<file path="src/rtl/vcs_pkg.sv">
package vcs_pkg;
  localparam int NTYPES = 5;
  localparam int IDX_COMMON = 0;
  localparam int IDX_NOTIFY = 1;
  localparam int IDX_ISR    = 2;
  localparam int IDX_DEVICE = 3;
  localparam int IDX_ACCESS = 4;
  localparam logic [7:0] VNDR_ID = 8'h09;
  localparam logic [7:0] MAX_BAR = 8'd5;

  typedef enum logic [3:0] {
    ST_IDLE, ST_PTR, ST_HOP, ST_HDR, ST_BAR, ST_OFF, ST_LEN, ST_MUL, ST_FIN
  } walk_st_t;

  typedef struct packed {
    logic [2:0]  bar;
    logic [31:0] off;
    logic [31:0] len;
    logic [31:0] mult;
  } cap_ent_t;
endpackage

</file>
<file path="src/rtl/vcs_hop_guard.sv">
module vcs_hop_guard #(
  parameter int MAX_HOPS = 48
) (
  input  logic clk,
  input  logic rst,
  input  logic clr,
  input  logic inc,
  output logic at_limit
);
  localparam int CW = $clog2(MAX_HOPS + 1);
  logic [CW-1:0] cnt;

  assign at_limit = (cnt == CW'(MAX_HOPS));

  always_ff @(posedge clk) begin
    if (rst || clr) cnt <= '0;
    else if (inc && !at_limit) cnt <= cnt + 1'b1;
  end
endmodule

</file>
<file path="src/rtl/vcs_entry_bank.sv">
module vcs_entry_bank import vcs_pkg::*; (
  input  logic                    clk,
  input  logic                    rst,
  input  logic                    clr,
  input  logic                    commit,
  input  logic [2:0]              commit_idx,
  input  cap_ent_t                commit_ent,
  output logic [NTYPES-1:0]       found,
  output logic [NTYPES-1:0][2:0]  ent_bar,
  output logic [NTYPES-1:0][31:0] ent_off,
  output logic [NTYPES-1:0][31:0] ent_len,
  output logic [31:0]             notify_mult,
  output logic                    mandatory_ok
);
  for (genvar i = 0; i < NTYPES; i++) begin : g_slot
    logic        f_q;
    logic [2:0]  b_q;
    logic [31:0] o_q;
    logic [31:0] l_q;
    logic        hit;

    // first accepted entry wins; later commits to a filled slot are dropped
    assign hit = commit && (commit_idx == 3'(i)) && !f_q;

    always_ff @(posedge clk) begin
      if (rst || clr) begin
        f_q <= 1'b0;
        b_q <= '0;
        o_q <= '0;
        l_q <= '0;
      end else if (hit) begin
        f_q <= 1'b1;
        b_q <= commit_ent.bar;
        o_q <= commit_ent.off;
        l_q <= commit_ent.len;
      end
    end

    assign found[i]   = f_q;
    assign ent_bar[i] = b_q;
    assign ent_off[i] = o_q;
    assign ent_len[i] = l_q;

    if (i == IDX_NOTIFY) begin : g_mul
      logic [31:0] m_q;
      always_ff @(posedge clk) begin
        if (rst || clr) m_q <= '0;
        else if (hit)   m_q <= commit_ent.mult;
      end
      assign notify_mult = m_q;
    end
  end

  assign mandatory_ok = found[IDX_COMMON] & found[IDX_NOTIFY] &
                        found[IDX_ISR] & found[IDX_ACCESS];
endmodule

</file>
<file path="src/rtl/vcs_walker.sv">
module vcs_walker import vcs_pkg::*; #(
  parameter int         CFG_AW   = 8,
  parameter logic [7:0] PTR_ADDR = 8'h34
) (
  input  logic              clk,
  input  logic              rst,
  input  logic              start,
  output logic              rd_req,
  output logic [CFG_AW-1:0] rd_addr,
  input  logic [31:0]       rd_data,
  input  logic              rd_valid,
  input  logic [NTYPES-1:0] found_in,
  input  logic              hop_limit,
  output logic              hop_inc,
  output logic              clr,
  output logic              commit,
  output logic [2:0]        commit_idx,
  output cap_ent_t          commit_ent,
  output logic              busy,
  output logic              done,
  output logic              walk_err
);
  walk_st_t st;
  logic [7:0] ptr;
  logic [7:0] nxt;
  logic [2:0] cidx;
  cap_ent_t   ent;

  logic [7:0] hdr_kind;
  logic       kind_ok;
  logic [2:0] hdr_idx;
  logic       already;
  logic [7:0] hdr_next;
  logic       hdr_take;

  function automatic logic [CFG_AW-1:0] to_addr(input logic [7:0] b);
    return CFG_AW'(b);
  endfunction

  assign hdr_kind = rd_data[31:24];
  assign kind_ok  = (hdr_kind >= 8'd1) && (hdr_kind <= 8'(NTYPES));
  assign hdr_idx  = 3'(hdr_kind - 8'd1);
  assign already  = |(found_in & (NTYPES'(1) << hdr_idx));
  assign hdr_next = {rd_data[15:10], 2'b00};
  // capability length byte [23:16] is deliberately not examined
  assign hdr_take = (rd_data[7:0] == VNDR_ID) && kind_ok && !already;

  assign busy       = (st != ST_IDLE);
  assign clr        = (st == ST_IDLE) && start;
  assign commit_idx = cidx;
  assign commit_ent = ent;

  always_ff @(posedge clk) begin
    if (rst) begin
      st       <= ST_IDLE;
      ptr      <= '0;
      nxt      <= '0;
      cidx     <= '0;
      ent      <= '0;
      rd_req   <= 1'b0;
      rd_addr  <= '0;
      hop_inc  <= 1'b0;
      commit   <= 1'b0;
      done     <= 1'b0;
      walk_err <= 1'b0;
    end else begin
      rd_req  <= 1'b0;
      hop_inc <= 1'b0;
      commit  <= 1'b0;
      done    <= 1'b0;
      unique case (st)
        ST_IDLE: if (start) begin
          walk_err <= 1'b0;
          rd_req   <= 1'b1;
          rd_addr  <= to_addr(PTR_ADDR);
          st       <= ST_PTR;
        end
        ST_PTR: if (rd_valid) begin
          ptr <= {rd_data[7:2], 2'b00};
          st  <= ST_HOP;
        end
        ST_HOP: begin
          if (ptr == 8'd0) begin
            st <= ST_FIN;
          end else if (hop_limit) begin
            walk_err <= 1'b1;
            st       <= ST_FIN;
          end else begin
            hop_inc <= 1'b1;
            rd_req  <= 1'b1;
            rd_addr <= to_addr(ptr);
            st      <= ST_HDR;
          end
        end
        ST_HDR: if (rd_valid) begin
          nxt  <= hdr_next;
          cidx <= hdr_idx;
          if (hdr_take) begin
            rd_req  <= 1'b1;
            rd_addr <= to_addr(ptr + 8'd4);
            st      <= ST_BAR;
          end else begin
            ptr <= hdr_next;
            st  <= ST_HOP;
          end
        end
        ST_BAR: if (rd_valid) begin
          if (rd_data[7:0] <= MAX_BAR) begin
            ent.bar  <= rd_data[2:0];
            ent.mult <= '0;
            rd_req   <= 1'b1;
            rd_addr  <= to_addr(ptr + 8'd8);
            st       <= ST_OFF;
          end else begin
            ptr <= nxt;
            st  <= ST_HOP;
          end
        end
        ST_OFF: if (rd_valid) begin
          ent.off <= rd_data;
          rd_req  <= 1'b1;
          rd_addr <= to_addr(ptr + 8'd12);
          st      <= ST_LEN;
        end
        ST_LEN: if (rd_valid) begin
          ent.len <= rd_data;
          if (cidx == 3'(IDX_NOTIFY)) begin
            rd_req  <= 1'b1;
            rd_addr <= to_addr(ptr + 8'd16);
            st      <= ST_MUL;
          end else begin
            commit <= 1'b1;
            ptr    <= nxt;
            st     <= ST_HOP;
          end
        end
        ST_MUL: if (rd_valid) begin
          ent.mult <= rd_data;
          commit   <= 1'b1;
          ptr      <= nxt;
          st       <= ST_HOP;
        end
        ST_FIN: begin
          done <= 1'b1;
          st   <= ST_IDLE;
        end
        default: st <= ST_IDLE;
      endcase
    end
  end
endmodule

</file>
<file path="src/rtl/vcs_scanner.sv">
module vcs_scanner import vcs_pkg::*; #(
  parameter int         CFG_AW   = 8,
  parameter logic [7:0] PTR_ADDR = 8'h34,
  parameter int         MAX_HOPS = 48
) (
  input  logic                    clk,
  input  logic                    rst,
  input  logic                    start,
  output logic                    cfg_rd_req,
  output logic [CFG_AW-1:0]       cfg_rd_addr,
  input  logic [31:0]             cfg_rd_data,
  input  logic                    cfg_rd_valid,
  output logic                    busy,
  output logic                    done,
  output logic                    walk_err,
  output logic [NTYPES-1:0]       found,
  output logic                    mandatory_ok,
  output logic [NTYPES-1:0][2:0]  ent_bar,
  output logic [NTYPES-1:0][31:0] ent_off,
  output logic [NTYPES-1:0][31:0] ent_len,
  output logic [31:0]             notify_mult
);
  logic       hop_limit;
  logic       hop_inc;
  logic       clr;
  logic       commit;
  logic [2:0] commit_idx;
  cap_ent_t   commit_ent;

  vcs_walker #(.CFG_AW(CFG_AW), .PTR_ADDR(PTR_ADDR)) u_walk (
    .clk(clk), .rst(rst), .start(start),
    .rd_req(cfg_rd_req), .rd_addr(cfg_rd_addr),
    .rd_data(cfg_rd_data), .rd_valid(cfg_rd_valid),
    .found_in(found), .hop_limit(hop_limit), .hop_inc(hop_inc), .clr(clr),
    .commit(commit), .commit_idx(commit_idx), .commit_ent(commit_ent),
    .busy(busy), .done(done), .walk_err(walk_err)
  );

  vcs_hop_guard #(.MAX_HOPS(MAX_HOPS)) u_hops (
    .clk(clk), .rst(rst), .clr(clr), .inc(hop_inc), .at_limit(hop_limit)
  );

  vcs_entry_bank u_bank (
    .clk(clk), .rst(rst), .clr(clr),
    .commit(commit), .commit_idx(commit_idx), .commit_ent(commit_ent),
    .found(found), .ent_bar(ent_bar), .ent_off(ent_off), .ent_len(ent_len),
    .notify_mult(notify_mult), .mandatory_ok(mandatory_ok)
  );
endmodule

</file>
<file path="config.mk">
export PLATFORM = sky130hd
export DESIGN_NAME = vcs_scanner
export DESIGN_NICKNAME = d
export VERILOG_FILES = /design/src/rtl/vcs_pkg.sv /design/src/rtl/vcs_hop_guard.sv /design/src/rtl/vcs_entry_bank.sv /design/src/rtl/vcs_walker.sv /design/src/rtl/vcs_scanner.sv
export SDC_FILE = /design/constraint.sdc
export NUM_CORES = 1
export LEC_CHECK = 0
export BUFFER_PORTS_ARGS = -buffer_cell sky130_fd_sc_hd__buf_2
export CAP_MARGIN = 0
export CORE_UTILIZATION = 54
export CTS_BUF_LIST = sky130_fd_sc_hd__clkbuf_16
export DETAILED_ROUTE_END_ITERATION = 7
export PLACE_DENSITY = 0.83
export SYNTH_ARGS = -nofsm -noshare
export SYNTH_HDL_FRONTEND = slang
export SYNTH_SLANG_ARGS = --single-unit
</file>
<file path="constraint.sdc">
create_clock -name clk -period 2.9 [get_ports clk]
set_input_delay 0.29 -clock clk [delete_from_list [all_inputs] [get_ports clk]]
set_output_delay 0.29 -clock clk [all_outputs]
set_load 0.03 [all_outputs]
</file>
==> flow_summary.yaml, run 1 <==
run_status:
  status: "complete, no violations"
setup_path:
  critical_path_class: "reg -> reg"
  worstPathRequired_ns: 3.38
  path_max_fanout: 11
  cpMostUsedCell: "a21oi_1"
  worstReg2RegStart: "u_walk.st[2]$_SDFFE_PP0P_"
  critPathSlowestCell: "dfxtp_1"
  cpPeakStageDelay_ns: 0.51
  cp.arrival_ns: 3.03
  reg2reg_to: "u_walk.rd_addr[7]$_SDFFE_PP0P_"
  reg2reg_depth: 10
  cp-start-kind: "register"
  path_cells: "nor2b_1 -> nand2_1 -> inv_1 -> ha_1 -> a21oi_1 -> nor4b_1 -> o311a_1 -> o22ai_1 -> or3_1 -> a21oi_1"
  cp-end-kind: "register"
  rrSetupSlack_ns: 0.35
drt:
  dr.pass1.iters: 5
  dr_total_vias: 18200
  ant_nets: 0
  viasPerCell: 5.75
  wl_per_cell_um: 19.6
  drt_iter0_markers: 1538
  drc: 0
  drt-total-wl_mm: 62.2
yosys:
  synth_mux_area_share_pct: 0.224
  yosys_register_bits: 507
  synth_top_area_share_pct: 55.1
  synth_fa_ha_area_share_pct: 0.856
  synth_ff_type: "dfxtp_1"
  synth_top_family_by_area: "simple AND/OR/NAND/NOR gates"
  synth-compound-area-share_pct: 15.8
  synth_area_leaders: "dfxtp_1 55%, nand2_1 19%, a21oi_1 13%"
  yosysTopAreaCell: "dfxtp_1"
  seq_area_frac_synth_pct: 55.1
  synthSimpleGateAreaFrac_pct: 23.6
  synth-async-reset-ratio_pct: 0
  synth.distinct_cells: 55
  synth_edf_count: 0
  synth_warnings: 0
  netlist_area_mm2: 0.0184
  synth_cells: 2358
  syn_area_per_cell_um2: 7.81
  synth-xor-area-share_pct: 0.285
sta:
  fin_worst_skew_ns: 0.0124
  setup_viol: 0
  fmax_mhz: 392
  hold_viol_final: 0
  final_max_slew_viol_count: 0
  tightest_slew_ns: 0.831
  slew-limit-headroom_pct: 44.5
  rsz0062_at_grt: "false"
  layout_min_cycle_time_ns: 2.55
  min_period_over_period_pct: 88.0
grt:
  overflow: 0
  grt_pass1_vias: 17000
  grt_pass1_wl_mm: 95.3
  grt.total_usage_pct: 34.8
  antenna_found_initial: 1
  grt_max_degree: 94
final_layout:
  area_growth_pct: 22.3
  n_antenna_cell: 0
  fillers: 2775
  design_area_mm2: 0.0225
  final_nets: 2737
  drive_gt1_share_pct: 20.4
floorplanning:
  core_mm2: 0.0335
  die_area_mm2: 0.0348
  initial_core_util_pct: 54.9
  num_rows: 67
  io_pins: 421
  die_w_um: 187
  die_h_um: 187
cts:
  clk_pin_slew_ns: 0.06
  worstSkewPairLatency_ns: 0.56
  cts_setup_buffers: 0
  cts.sinks: 507
  cts_buffer_depth: 3
  post_cts_resized: 0
  cts_tree: "done"
  htree_levels: 2
  hold_buffers: 0
  clockRootBuffer: "clkbuf_16"
  cts_made_buffers: 50
run:
  drv_cap: 0
pwr:
  leakage_uw: 0.00873
  p_per_area_mw_per_mm2: 669
  max-vdd-ir-drop_mv: 0.450
  totalPowerFinal_uw: 15000
worst_hold_path:
  hold_class: "in -> reg"
  worst_hold_path.endpoint: "u_walk.commit_ent[64]$_SDFFE_PP0P_"
  hold_depth: 3
  holdCritStartpoint: "cfg_rd_data[0]"
place:
  portBuffers: 418
  place.gp.congestion: 0.937
  placed_area_mm2: 0.0208
  hpwl_mm: 41.8
[power by group]
group          switching [µW]  internal, µW
logic                     973           357
registers                83.7          7040
clock network            2710          3890
[routing by layer]
layer	part of all wire (%)	wire length [µm]	track usage, %	vias up
met1	37	23200	43.1	8488
met3	11	6540	7.32	241
met4	6.3	3900	21.5	2
li1	-	-	-	8363
met2	46	28600	55.4	1147
met5	0.018	11	0	-
[critical path, delay by kind of cell (launching register included)]
| kind | cells | cell delay (ns) |
|---|---|---|
| AND/OR/NAND/NOR | 4 | 1.18 |
| AO/OA/AOI/OAI | 4 | 0.52 |
| flip-flops | 1 | 0.51 |
| adder cells (fa/ha/maj) | 1 | 0.16 |
| buffers and inverters | 1 | 0.12 |
[area by class of cell]
class	count	area, µm²	share of cell area (%)
clock buffers	51	1280	5.67
well taps	448	561	2.49
inverters	10	37.5	0.167
multi-input cells	1660	7570	33.7
clock inverters	38	384	1.71
flip-flops and latches	507	10100	45.1
repair buffers	460	2520	11.2
[placed cells by master (no fill, tap or decap), types with 4 or more instances in the layout]
master	count
a311oi_1	7
nand4_1	5
buf_12	9
bufinv_16	8
clkinv_2	6
nor2b_1	5
dfxtp_1	507
buf_2	417
nand2_1	931
nor2_1	44
nor3b_1	6
clkinv_1	7
nand3_1	46
nor4_1	4
nand2b_1	10
inv_1	22
o21ai_0	16
clkbuf_16	51
a21oi_1	487
a22oi_1	7
buf_4	34
nand3b_1	4
ha_1	11
nor3_1	5
[registers in the layout, summed over array words and instances, names as in the netlist, 3 cells and up]
register	flops
u_bank.g_slot.f_q	5
u_walk.st	4
u_hops.cnt	6
u_bank.g_slot.o_q	160
u_bank.g_slot.l_q	160
u_walk.rd_addr	6
u_walk.ptr	6
u_walk.commit_idx	3
u_bank.notify_mult	32
u_walk.commit_ent	99
u_bank.g_slot.b_q	15
u_walk.nxt	6
[stage by stage]
step | worst slack (ns) | cells | util, % | TNS (ns) | hold WS [ns]
after floorplan | 0.426 | 2359 | - | 0 | 0.426
after global placement | 0.158 | 3085 | 62.1 | 0 | 0.438
after detailed placement | -0.0948 | 3085 | 62.1 | -0.394 | 0.443
after CTS | 0.219 | 3174 | 67.1 | 0 | 0.00488
after global routing | 0.0761 | 3174 | 67.1 | 0 | 0.0257
final | 0.348 | 3174 | 67.1 | 0 | 0.0214
[how the worst max path moves through the flow]
| stage | start | to | slack (ns) | cells after the start |
|---|---|---|---|---|
| final | u_walk.st[2]$_SDFFE_PP0P_ | u_walk.rd_addr[7]$_SDFFE_PP0P_ | 0.35 | 10 |
| after global routing | u_walk.st[2]$_SDFFE_PP0P_ | u_walk.rd_addr[7]$_SDFFE_PP0P_ | 0.08 | 10 |
| after CTS | u_walk.commit_idx[1]$_SDFFE_PP0P_ | u_walk.ptr[3]$_SDFFE_PP0P_ | 0.22 | 6 |
| after detailed placement | cfg_rd_data[24] | u_walk.ptr[5]$_SDFFE_PP0P_ | -0.09 | 9 |
| after global placement | cfg_rd_data[24] | u_walk.ptr[5]$_SDFFE_PP0P_ | 0.16 | 9 |
| after floorplan | cfg_rd_data[4] | u_walk.rd_addr[3]$_SDFFE_PP0P_ | 0.43 | 6 |
[cell families (layout without fill, tap and decap cells)]
family | after synthesis | in the layout
and+or+nand+nor | 1090 | 1090
AOI/OAI and AO/OA | 546 | 546
DFF | 507 | 507
buffers and inverters | 192 | 559
adders and majority gates | 12 | 12
xor gates and xnor gates | 6 | 6
muxes | 4 | 4
other | 1 | 2
[Yosys cell counts, types with 2 or more instances]
cell type	instances
a2111oi_0	2
a211oi_1	4
a21oi_1	487
a221o_1	2
a22oi_1	7
a311oi_1	7
a31o_2	2
and2_1	3
and2b_2	3
buf_1	16
buf_4	7
clkbuf_1	158
dfxtp_1	507
ha_1	11
inv_1	10
mux2i_1	3
nand2_1	931
nand2b_1	11
nand3_1	46
nand3b_1	4
nand4_1	5
nor2_1	47
nor2b_1	5
nor3_1	7
nor3b_1	6
nor4_1	6
nor4b_1	3
o2111ai_1	2
o21ai_0	16
o22ai_1	3
o31ai_1	2
o41ai_1	2
or2_2	2
or3_1	4
or4_1	3
xnor2_1	3
xor2_1	3
Power figures use the tool's default switching activity.
==> inputs of run 2 (changes only) <==
--- a/config.mk
+++ b/config.mk
@@ -11,6 +11,7 @@
 export CTS_BUF_LIST = sky130_fd_sc_hd__clkbuf_16
 export DETAILED_ROUTE_END_ITERATION = 7
 export PLACE_DENSITY = 0.83
+export RECOVER_POWER = 100
 export SYNTH_ARGS = -nofsm -noshare
 export SYNTH_HDL_FRONTEND = slang
 export SYNTH_SLANG_ARGS = --single-unit
==> flow_summary.yaml, run 2 (synthesized netlist as in run 1, its figures left out) <==
run_status:
  status: "complete, no violations"
setup_path:
  path_max_fanout: 64
  reg2reg_to: "u_bank.g_slot[0].o_q[14]$_SDFFE_PP0P_"
  rrSetupSlack_ns: 0.19
  reg2reg_depth: 5
  worstPathRequired_ns: 3.31
  worstReg2RegStart: "u_walk.st[3]$_SDFFE_PP0P_"
  cpPeakStageDelay_ns: 0.66
  cp.arrival_ns: 3.12
  critPathSlowestCell: "buf_4"
  cp-start-kind: "register"
  critical_path_class: "reg -> reg"
  cp-end-kind: "register"
  path_cells: "clkbuf_1 -> nor2_1 -> a31o_2 -> buf_4 -> a21oi_1"
floorplanning:
  die_area_mm2: 0.0348
  initial_core_util_pct: 54.9
  num_rows: 67
  die_h_um: 187
  core_mm2: 0.0335
  die_w_um: 187
  io_pins: 421
final_layout:
  layout_common_cells: "931 x nand2_1, 507 x dfxtp_1, 487 x a21oi_1"
  multi_input_area_mm2: 0.00753
  final_common_cell: "nand2_1"
  n_antenna_cell: 0
  final_nets: 2737
  drive_gt1_share_pct: 5.98
  post-route-util_pct: 65.3
  area_growth_pct: 19.0
  fillers: 3004
  register_area_mm2: 0.0101
  finalNonFillerCells: 3174
cts:
  post_cts_resized: 0
  cts_made_buffers: 50
  cts.sinks: 507
  cts_buffer_depth: 3
  clk_pin_slew_ns: 0.06
  htree_levels: 2
  hold_buffers: 0
  cts_setup_buffers: 0
  worstSkewPairLatency_ns: 0.57
  clockRootBuffer: "clkbuf_16"
  cts_tree: "done"
run:
  drv_cap: 0
worst_hold_path:
  holdCritStartpoint: "cfg_rd_data[0]"
  hold_class: "in -> reg"
  worst_hold_path.endpoint: "u_walk.commit_ent[64]$_SDFFE_PP0P_"
  hold_depth: 3
drt:
  drt_iter0_markers: 1610
  ant_nets: 0
  dr.pass1.iters: 6
  dr_total_vias: 18100
  viasPerCell: 5.72
  drt-total-wl_mm: 62.4
  wl_per_cell_um: 19.7
  drc: 0
sta:
  min_period_over_period_pct: 93.4
  slew-limit-headroom_pct: 21.7
  tightest_slew_ns: 1.17
  rsz0062_at_grt: "false"
  final_max_slew_viol_count: 0
  hold_viol_final: 0
  layout_min_cycle_time_ns: 2.71
  fmax_mhz: 369
  fin_worst_skew_ns: 0.0126
  setup_viol: 0
grt:
  grt_max_degree: 94
  antenna_found_initial: 1
  grt.total_usage_pct: 34.8
  grt_pass1_wl_mm: 95.3
  grt_pass1_vias: 17000
  overflow: 0
pwr:
  leakage_uw: 0.00699
  p_per_area_mw_per_mm2: 685
  max-vdd-ir-drop_mv: 0.451
place:
  portBuffers: 418
  place.gp.congestion: 0.937
  dp.cells: 3085
  hpwl_mm: 41.8
## run 2: worst max-delay path, delay by kind of cell, from the launching register on
kind / cells / cell delay, ns
flops: 1 / 0.32
simple gates: 1 / 0.44
buf+inv: 2 / 0.99
compound gates: 2 / 0.79
## run 2: final cells by class
type | instances | share of cell area [%]
clock buffer | 51 | 5.83
tap | 448 | 2.56
timing repair buffer | 460 | 9.00
multi-input combinational | 1660 | 34.4
inverter | 10 | 0.171
sequential | 507 | 46.3
clock inverter | 38 | 1.75
## run 2: worst max-delay path by stage
stage,from,cells past startpoint,slack (ns),end
6_report,u_walk.st[3]$_SDFFE_PP0P_,5,0.19,u_bank.g_slot[0].o_q[14]$_SDFFE_PP0P_
3_3_place_gp,cfg_rd_data[24],9,0.16,u_walk.ptr[5]$_SDFFE_PP0P_
5_1_grt,u_walk.st[2]$_SDFFE_PP0P_,10,0.07,u_walk.rd_addr[7]$_SDFFE_PP0P_
3_5_place_dp,cfg_rd_data[24],9,-0.09,u_walk.ptr[5]$_SDFFE_PP0P_
2_1_floorplan,cfg_rd_data[4],6,0.43,u_walk.rd_addr[3]$_SDFFE_PP0P_
4_1_cts,u_walk.commit_idx[1]$_SDFFE_PP0P_,6,0.22,u_walk.ptr[3]$_SDFFE_PP0P_
## run 2: where the power goes
part | switching (µW) | total [µW] | internal, µW
logic | 966 | 1270 | 304
clock network | 2720 | 6610 | 3890
registers | 83.3 | 7120 | 7040
## run 2: metrics by stage
stage	hold WS [ns]	total power, µW	worst slack, ns	instance area, µm²	TNS [ns]
2_1_floorplan	0.426	8160	0.426	18400	0
3_3_place_gp	0.438	8540	0.158	20800	0
3_5_place_dp	0.443	8560	-0.0948	20800	-0.394
4_1_cts	0.00488	15000	0.219	22500	0
5_1_grt	0.0257	15400	0.0736	21900	0
6_report	0.0208	15000	0.192	21900	0
## run 2: routing by layer
metal,routed length [µm],track usage [%],vias up
li1,-,-,8367
met1,23700,43.1,8459
met2,28500,55.4,1065
met3,6330,7.32,248
met4,3950,21.5,2
met5,11,0,-
